[src/rtl/lsn_pkg.sv]
package lsn_pkg;
  localparam int unsigned STAMP_W = 16;
  localparam int unsigned BYTE_W  = 8;
  localparam int unsigned WORD_W  = 16;
  localparam int unsigned LANES   = 2;

  typedef struct packed {
    logic                ovf;
    logic [BYTE_W-1:0]   data;
    logic [STAMP_W-1:0]  stamp;
  } rec_t;
endpackage

[src/rtl/lsn_stamp_ctr.sv]
module lsn_stamp_ctr #(
  parameter int unsigned W = 16
) (
  input  logic         clk,
  input  logic         rst,
  output logic [W-1:0] count
);
  always_ff @(posedge clk) begin
    if (rst) count <= '0;
    else     count <= count + 1'b1;
  end
endmodule

[src/rtl/lsn_lane.sv]
module lsn_lane #(
  parameter int unsigned DEPTH = 16
) (
  input  logic                        clk,
  input  logic                        rst,
  input  logic                        en,
  input  logic                        strobe,
  input  logic [lsn_pkg::BYTE_W-1:0]  byte_in,
  input  logic [lsn_pkg::STAMP_W-1:0] stamp,
  input  logic                        pop,
  output logic                        empty,
  output lsn_pkg::rec_t               head
);
  localparam int unsigned AW = (DEPTH > 1) ? $clog2(DEPTH) : 1;

  lsn_pkg::rec_t mem [DEPTH];
  logic [AW:0]   wr_ptr, rd_ptr;
  logic          lost_q;
  logic          full, push, drop;

  assign full  = (wr_ptr - rd_ptr) == (AW+1)'(DEPTH);
  assign empty = (wr_ptr == rd_ptr);
  assign push  = en && strobe && !full;
  assign drop  = en && strobe && full;
  assign head  = mem[rd_ptr[AW-1:0]];

  // storage kept free of reset so it maps onto RAM
  always_ff @(posedge clk) begin
    if (push) mem[wr_ptr[AW-1:0]] <= '{ovf: lost_q, data: byte_in, stamp: stamp};
  end

  always_ff @(posedge clk) begin
    if (rst) begin
      wr_ptr <= '0;
      rd_ptr <= '0;
      lost_q <= 1'b0;
    end else begin
      if (push) begin
        wr_ptr <= wr_ptr + 1'b1;
        lost_q <= 1'b0;
      end else if (drop) begin
        lost_q <= 1'b1;
      end
      if (pop) rd_ptr <= rd_ptr + 1'b1;
    end
  end
endmodule

[src/rtl/lsn_merge.sv]
module lsn_merge (
  input  logic                        clk,
  input  logic                        rst,
  input  logic [1:0]                  empty,
  input  lsn_pkg::rec_t               head [2],
  input  logic                        out_ready,
  output logic [1:0]                  pop,
  output logic                        out_valid,
  output logic [lsn_pkg::WORD_W-1:0]  out_word,
  output logic                        out_is_data
);
  localparam int unsigned SW = lsn_pkg::STAMP_W;

  logic          phase_q, sel_q;
  logic          can_load, any, pick;
  logic [SW-1:0] diff;
  lsn_pkg::rec_t cur;

  assign can_load = !out_valid || out_ready;
  assign any      = !(&empty);
  assign diff     = head[0].stamp - head[1].stamp;
  // wrap-aware age compare; ties favour direction 0
  assign pick     = empty[0] ? 1'b1 :
                    empty[1] ? 1'b0 : (!diff[SW-1] && (diff != '0));
  assign cur      = head[sel_q];
  assign pop      = (phase_q && can_load) ? (sel_q ? 2'b10 : 2'b01) : 2'b00;

  always_ff @(posedge clk) begin
    if (rst) begin
      phase_q     <= 1'b0;
      sel_q       <= 1'b0;
      out_valid   <= 1'b0;
      out_word    <= '0;
      out_is_data <= 1'b0;
    end else if (can_load) begin
      if (phase_q) begin
        out_valid   <= 1'b1;
        out_word    <= {cur.ovf, 6'b0, sel_q, cur.data};
        out_is_data <= 1'b1;
        phase_q     <= 1'b0;
      end else if (any) begin
        out_valid   <= 1'b1;
        out_word    <= head[pick].stamp;
        out_is_data <= 1'b0;
        sel_q       <= pick;
        phase_q     <= 1'b1;
      end else begin
        out_valid   <= 1'b0;
      end
    end
  end
endmodule

[src/rtl/serial_listen_tap.sv]
module serial_listen_tap #(
  parameter int unsigned DEPTH = 16
) (
  input  logic        clk,
  input  logic        rst,
  input  logic        cmd_valid,
  input  logic        cmd_listen,
  input  logic        dev_rx_valid,
  input  logic [7:0]  dev_rx_byte,
  input  logic        dev_tx_valid,
  input  logic [7:0]  dev_tx_byte,
  input  logic        out_ready,
  output logic        out_valid,
  output logic [15:0] out_word
);
  localparam int unsigned LANES = lsn_pkg::LANES;

  logic                        listen_q;
  logic [lsn_pkg::STAMP_W-1:0] stamp_now;
  logic [LANES-1:0]            lane_strobe, lane_empty, lane_pop;
  logic [7:0]                  lane_byte [LANES];
  lsn_pkg::rec_t               lane_head [LANES];
  logic                        word_is_data;

  assign lane_strobe  = {dev_tx_valid, dev_rx_valid};
  assign lane_byte[0] = dev_rx_byte;
  assign lane_byte[1] = dev_tx_byte;

  always_ff @(posedge clk) begin
    if (rst)            listen_q <= 1'b0;
    else if (cmd_valid) listen_q <= cmd_listen;
  end

  lsn_stamp_ctr #(.W(lsn_pkg::STAMP_W)) stamp_i (
    .clk(clk), .rst(rst), .count(stamp_now)
  );

  for (genvar g = 0; g < LANES; g++) begin : g_lane
    lsn_lane #(.DEPTH(DEPTH)) lane_i (
      .clk(clk), .rst(rst), .en(listen_q),
      .strobe(lane_strobe[g]), .byte_in(lane_byte[g]), .stamp(stamp_now),
      .pop(lane_pop[g]), .empty(lane_empty[g]), .head(lane_head[g])
    );
  end

  lsn_merge merge_i (
    .clk(clk), .rst(rst), .empty(lane_empty), .head(lane_head),
    .out_ready(out_ready), .pop(lane_pop), .out_valid(out_valid),
    .out_word(out_word), .out_is_data(word_is_data)
  );
endmodule

[config.mk]
export PLATFORM = sky130hd
export DESIGN_NAME = serial_listen_tap
export DESIGN_NICKNAME = d
export VERILOG_FILES = /design/src/rtl/lsn_pkg.sv /design/src/rtl/lsn_stamp_ctr.sv /design/src/rtl/lsn_lane.sv /design/src/rtl/lsn_merge.sv /design/src/rtl/serial_listen_tap.sv
export SDC_FILE = /design/constraint.sdc
export NUM_CORES = 1
export LEC_CHECK = 0
export CORE_AREA = 3 3 317 319
export DETAILED_ROUTE_END_ITERATION = 6
export DIE_AREA = 0 0 320 322
export GPL_TIMING_DRIVEN = 1
export PLACE_DENSITY = 0.5
export SKIP_LAST_GASP = 1
export SLEW_MARGIN = 40
export SYNTH_ARGS = -nofsm -noshare
export SYNTH_HDL_FRONTEND = slang
export SYNTH_SLANG_ARGS = --single-unit
[constraint.sdc]
create_clock -name clk -period 4.9 [get_ports clk]
set_clock_uncertainty 0.1 [all_clocks]
set_input_delay 0.98 -clock clk [delete_from_list [all_inputs] [get_ports clk]]
set_output_delay 0.98 -clock clk [all_outputs]
set_load 0.02 [all_outputs]
Yosys cells after proc, flatten, opt, wreduce, memory -nomap -nowiden --
Memories as Yosys holds them, arrays and structs flattened. A register that Yosys moved wholly into a read port is not among the register bits. Cells that the tools add are included.
Storage, ports and cells: flip-flop bits (word level) 58, bits in latches 0, memory bits (writable) 800, memory bits (read-only) 0, bits of input ports 23, logic and storage cells 75, memories kept 2
Memories:
- g_lane[0].lane_i.mem | depth 16, bits a word 25, rd ports 1, clocked after Yosys merged registers in 1, write ports 1, RTL line lsn_lane.sv:16 | lsn_pkg::rec_t mem [DEPTH];
- g_lane[1].lane_i.mem | depth 16, bits a word 25, rd ports 1, clocked after Yosys merged registers in 1, write ports 1, RTL line lsn_lane.sv:16
Cells by class: $add $sub $neg 8, $mul 0, div/mod/pow operators 0, magnitude comparators 2, equal/unequal tests 5, shifts and indexed selects 0, multiplexer cells 23, bitwise logic cells 4, reduce and logical (&&, ||, !) cells 19
Operators by type and width (count):
- two-way mux 16 bit | 5
- two-way mux 25 bit | 3
- adder 5 x 1 -> 5 bit (second input constant) | 4
- adder 16 x 1 -> 16 bit (second input constant) | 1
- two-way mux 4 bit | 4
- nonzero test 16 bit | 1
- subtractor 16 bit | 1
- equality test 5 bit | 2
- equality test 5 bit (second input constant) | 2
- subtractor 5 bit | 2
- two-way mux 1 bit | 9
- logical AND 1 bit | 8
- greater-or-equal comparator 2 bit (second input constant) | 2
- logical NOT 1 bit | 4
- two-way mux 2 bit | 2
- NOT 1 -> 2 bit | 2
- AND reduction 2 bit | 2
- OR reduction 2 bit | 2
- AND reduction 3 bit | 1
- != test 2 x 1 -> 1 bit (second input constant) | 1
- NOT 1 bit | 2
- logical OR 1 bit | 1

Longest topological paths before layout --
word-level depth 11, mapped depth 18

Modules after synthesis --
Synthesis repeated with hierarchy kept, for this count alone.
Second synthesis, totals: cell total of the unflattened synthesis 1757, area, all modules 35253.8 um^2
Modules (own cells, without submodules):
- lsn_lane at g_lane[0].lane_i | times used 1, cells an instance 660, area an instance 15936.5 um^2
- lsn_lane at g_lane[1].lane_i | times used 1, cells an instance 659, area an instance 15921.5 um^2
- lsn_merge | times used 1, cells an instance 354, area an instance 2597.5 um^2
- lsn_stamp_ctr | times used 1, cells an instance 81, area an instance 764.5 um^2
- serial_listen_tap | times used 1, cells an instance 3, area an instance 33.8 um^2

Least setup slack after synthesis --
Ideal clock, no wire load.
path kind reg2reg, from register (tool-made name), to register merge_i.out_word[15] (netlist bit), arrival 4.769 ns, required time 4.680 ns, path slack -0.088 ns, cell stages (with the launch flop) 17, path buffers 4, period minus slack after synthesis 4.988 ns, cells stage by stage dfxtp_1 buf_4 buf_1 buf_2 mux4_2 mux4_2 inv_1 ha_1 buf_2 a21o_1 nor3_2 a2111oi_1 or4_4 a221oi_2 nand4_2 and3_1 o31a_1
RTL lines:
- end signal: assignment | RTL line lsn_merge.sv:38 | out_word <= {cur.ovf, 6'b0, sel_q, cur.data};
- end signal: assignment | RTL line lsn_merge.sv:43 | out_word <= head[pick].stamp;
- end: declaration | RTL line lsn_merge.sv:9 | output logic [lsn_pkg::WORD_W-1:0] out_word,

==> flow_summary.toml <==
[run_status]
status = "finished clean"

[global_route]
antenna_found_initial = 2
grt_first_pass_wirelength_mm = 122.1
overflow = 0
grt_max_degree = 73
grt_pass1_vias = 17447
grtUsageTotal_pct = 16.34

[floorplanning]
num_rows = 115
ios = 40
design.core.area_mm2 = 0.09813
die_x_um = 320
initial_core_util_pct = 34.94
fp.dieH_um = 322
dieArea_mm2 = 0.1030

[final_layout]
antenna_cells = 0
fin_nets = 1870
area_delta_synth_final_pct = 16.30
drive_gt1_share_pct = 27.93
final-instance-count-excl-fill = 3170
fill_cells = 8638

[sta]
drv_slew = 0
worst_pin_slew_ps = 751.4
timing.final.ws_setup_ps = 68.99
fmax_mhz = 207.0
timing.final.crit_share_pct = 98.59
setup_viol_count_final = 0
period_minus_slack_ps = 4831
slew_headroom_pct = 49.72
finalHoldViolCount = 0

[job]
cap_violations = 0

[placement]
gp_congestion = 0.8549
place_inst = 3006
dpl.hpwl_mm = 47.76
pre_cts_slack_ps = 149.0
io_buffers = 39

[clock_tree]
clock_latency_ps = 650
cts.path.max_buffers = 3
cts_root_buffer = "clkbuf_16"
ctsHoldBuffers = 0
cts_tree = "done"
htree_levels = 3
clkSinkCount = 866
cts_buffers = 89
clkTransAtPathRegs_ps = 60

[detailed_routing]
drtPass1Iterations = 6
viasPerCell = 5.294
final_antenna_net_count = 0
drt-met1-wl_mm = 38.36
drc_errors = 0
dr_wl_met2_mm = 38.96
wirelength_mm = 83.41
drt_iter0_drc = 1614
vias = 16781
dr.max_layer_used = "met5"
wire_per_inst_um = 26.31
wl_met3_mm = 4.074

[power]
switching_share_pct = 20.38
switching_power_w = 0.003105
vdd_drop_max_mv = 0.2304
combPwrFrac_pct = 3.1
power_w = 0.01523
clockPowerShare_pct = 43.6
leakagePower_nw = 12.48
power_density_mw_per_mm2 = 382.1
pwr-share-seq_pct = 53.2
intPower_w = 0.01213

[critical_path]
end_kind = "register"
path_class = "reg -> reg"
setup.worst_path.start_class = "register"
crit_required_ps = 5360
cp_max_fo = 16
worstPathArrival_ps = 5290

[min_path]
min_path_type = "reg -> reg"

[logic_synthesis]
syn_nets = 1731
syn-mean-instance-area_um2 = 20.49
ys_ff_latch = 866
yosysUniqueCellTypes = 65
yosysWarnings = 0
ys_async_sr_fraction_pct = 0
synth_area_mm2 = 0.03428
synth_edf_count = 800
synth-seq-area-share_pct = 73.93
synthCells = 1673
synth_ff_type = "edfxtp_1"
cell usage after synthesis, types with 2 or more instances:
| library cell | instances | share of area (%) |
|---|---|---|
| xor2_1 | 23 | 0.59 |
| a21bo_2 | 3 | 0.088 |
| clkbuf_1 | 48 | 0.53 |
| o31a_1 | 2 | 0.051 |
| dfxtp_1 | 66 | 3.9 |
| buf_4 | 2 | 0.044 |
| a31oi_1 | 9 | 0.16 |
| xnor2_1 | 15 | 0.38 |
| a2111oi_0 | 3 | 0.077 |
| buf_2 | 20 | 0.29 |
| or3_1 | 5 | 0.091 |
| nand4_1 | 10 | 0.18 |
| ha_1 | 34 | 1.2 |
| nand2b_1 | 11 | 0.20 |
| nor2b_1 | 7 | 0.13 |
| nor2_1 | 101 | 1.1 |
| mux4_2 | 249 | 16 |
| o22ai_1 | 2 | 0.036 |
| or4b_2 | 2 | 0.058 |
| nand3_1 | 24 | 0.35 |
| a21boi_0 | 6 | 0.13 |
| nand2_1 | 45 | 0.49 |
| buf_6 | 2 | 0.066 |
| clkinv_1 | 2 | 0.022 |
| edfxtp_1 | 800 | 70 |
| o211ai_1 | 7 | 0.15 |
| mux2_2 | 2 | 0.066 |
| a21o_1 | 11 | 0.24 |
| and2_1 | 6 | 0.11 |
| o21ai_0 | 15 | 0.22 |
| and3_1 | 8 | 0.15 |
| a21oi_1 | 20 | 0.29 |
| or4_1 | 2 | 0.044 |
| a211oi_1 | 6 | 0.13 |
| nor3_1 | 11 | 0.16 |
| mux2i_1 | 7 | 0.20 |
| o21a_1 | 4 | 0.088 |
| o2111ai_1 | 2 | 0.051 |
| a21bo_1 | 3 | 0.088 |
| buf_1 | 9 | 0.099 |
| nor4_1 | 3 | 0.055 |
| o221ai_1 | 8 | 0.20 |
| inv_1 | 36 | 0.39 |
placed cells by master, fill, tap and decap left out, drive strengths merged, types with 10 or more instances in the layout:
cell	netlist	routed
a21o	11	11
a21oi	20	20
a31oi	10	10
buf	33	90
clkbuf	48	115
clkdlybuf4s50	0	38
clkinv	2	39
dfxtp	66	66
edfxtp	800	800
ha	34	34
inv	36	38
mux4	249	249
nand2	46	46
nand2b	11	11
nand3	24	24
nand4	11	11
nor2	101	101
nor3	12	12
o21ai	16	16
xnor2	15	15
xor2	23	23
routing by layer:
layer  vias to the layer above  global-route usage (%)
met2                       433                   25.35
met5                         -                       0
met3                       109                   2.476
met4                         2                   5.336
met1                      9067                   23.80
li1                       7170                       -
metrics by stage:
stage	util (%)	TNS (ps)	hold slack, ps	instance area [um2]
2_1_floorplan	-	0	398.1	34290
3_3_place_gp	37.67	0	383.4	36960
3_5_place_dp	37.68	0	393.8	36970
4_1_cts	40.57	0	404.6	39810
5_1_grt	40.63	-214.9	421.5	39870
6_report	40.63	0	388.1	39870
registers in the layout (all words and copies together), names as in the netlist, named ones only:
signal / flops
g_lane.lane_i.mem: 800
merge_i.out_word: 16
stamp_i.count: 16
g_lane.lane_i.rd_ptr: 10
g_lane.lane_i.wr_ptr: 10
g_lane.lane_i.lost_q: 2
listen_q: 1
merge_i.out_valid: 1
merge_i.phase_q: 1
merge_i.sel_q: 1
power groups by stage:
stage,clock [W],sequential (W),combinational [W]
6_report,0.00664,0.00811,0.000479
4_1_cts,0.00682,0.00811,0.000474
2_1_floorplan,0,0.00826,0.000250
3_5_place_dp,0,0.00827,0.000472
5_1_grt,0.00712,0.00811,0.000514
3_3_place_gp,0,0.00826,0.000463
path summary, 6_finish.rpt:
kind / depth (start not counted) / from / slack (ps) / endpoint
setup / recovery: 13 / register / 70 / merge_i.out_word[0]
hold / removal: 1 / stamp_i.count[0] / 390 / stamp_i.count[0]
hold reg to reg: 1 / stamp_i.count[0] / 390 / stamp_i.count[0]
setup reg to reg: 13 / register / 70 / merge_i.out_word[0]
kinds of logic (layout without fill, tap and decap cells):
| group | after synthesis | count (layout) | synth area share (%) |
|---|---|---|---|
| flops | 866 | 866 | 73.93 |
| mux | 258 | 258 | 16.63 |
| simple gates | 243 | 243 | 3.332 |
| buf+inv | 119 | 329 | 1.442 |
| compound gates | 114 | 114 | 2.401 |
| xor+xnor | 38 | 38 | 0.9708 |
| fa+ha+maj | 35 | 35 | 1.299 |
critical path: stages, from the launching register on:
cell,delay [ps]
dfxtp_4,460
mux4_2,530
mux4_2,540
ha_1,260
fa_1,470
nand2b_1,200
a221o_1,340
nor4_1,450
inv_1,100
a2111oi_1,480
nand4_2,200
buf_4,240
a21o_1,200
a31oi_1,180
timing repair:
item / CTS / global route
endpoints found under the setup margin: 0 / 16
endpoints found under the hold margin: 0 / 0
resized for setup: 0 / 6
buffers inserted: 0 / 1
cell type report:
cell class	instances	area, um2	share of cell area [%]
repair buffers	129	1244	3.119
multi-input cells	688	8661	21.72
clock inverters	48	435.4	1.092
well taps	1287	1610	4.039
clock buffers	114	2406	6.034
inverters	38	142.6	0.3577
flip-flops and latches	866	25370	63.64
No activity file was read; power rests on OpenSTA's default activity.
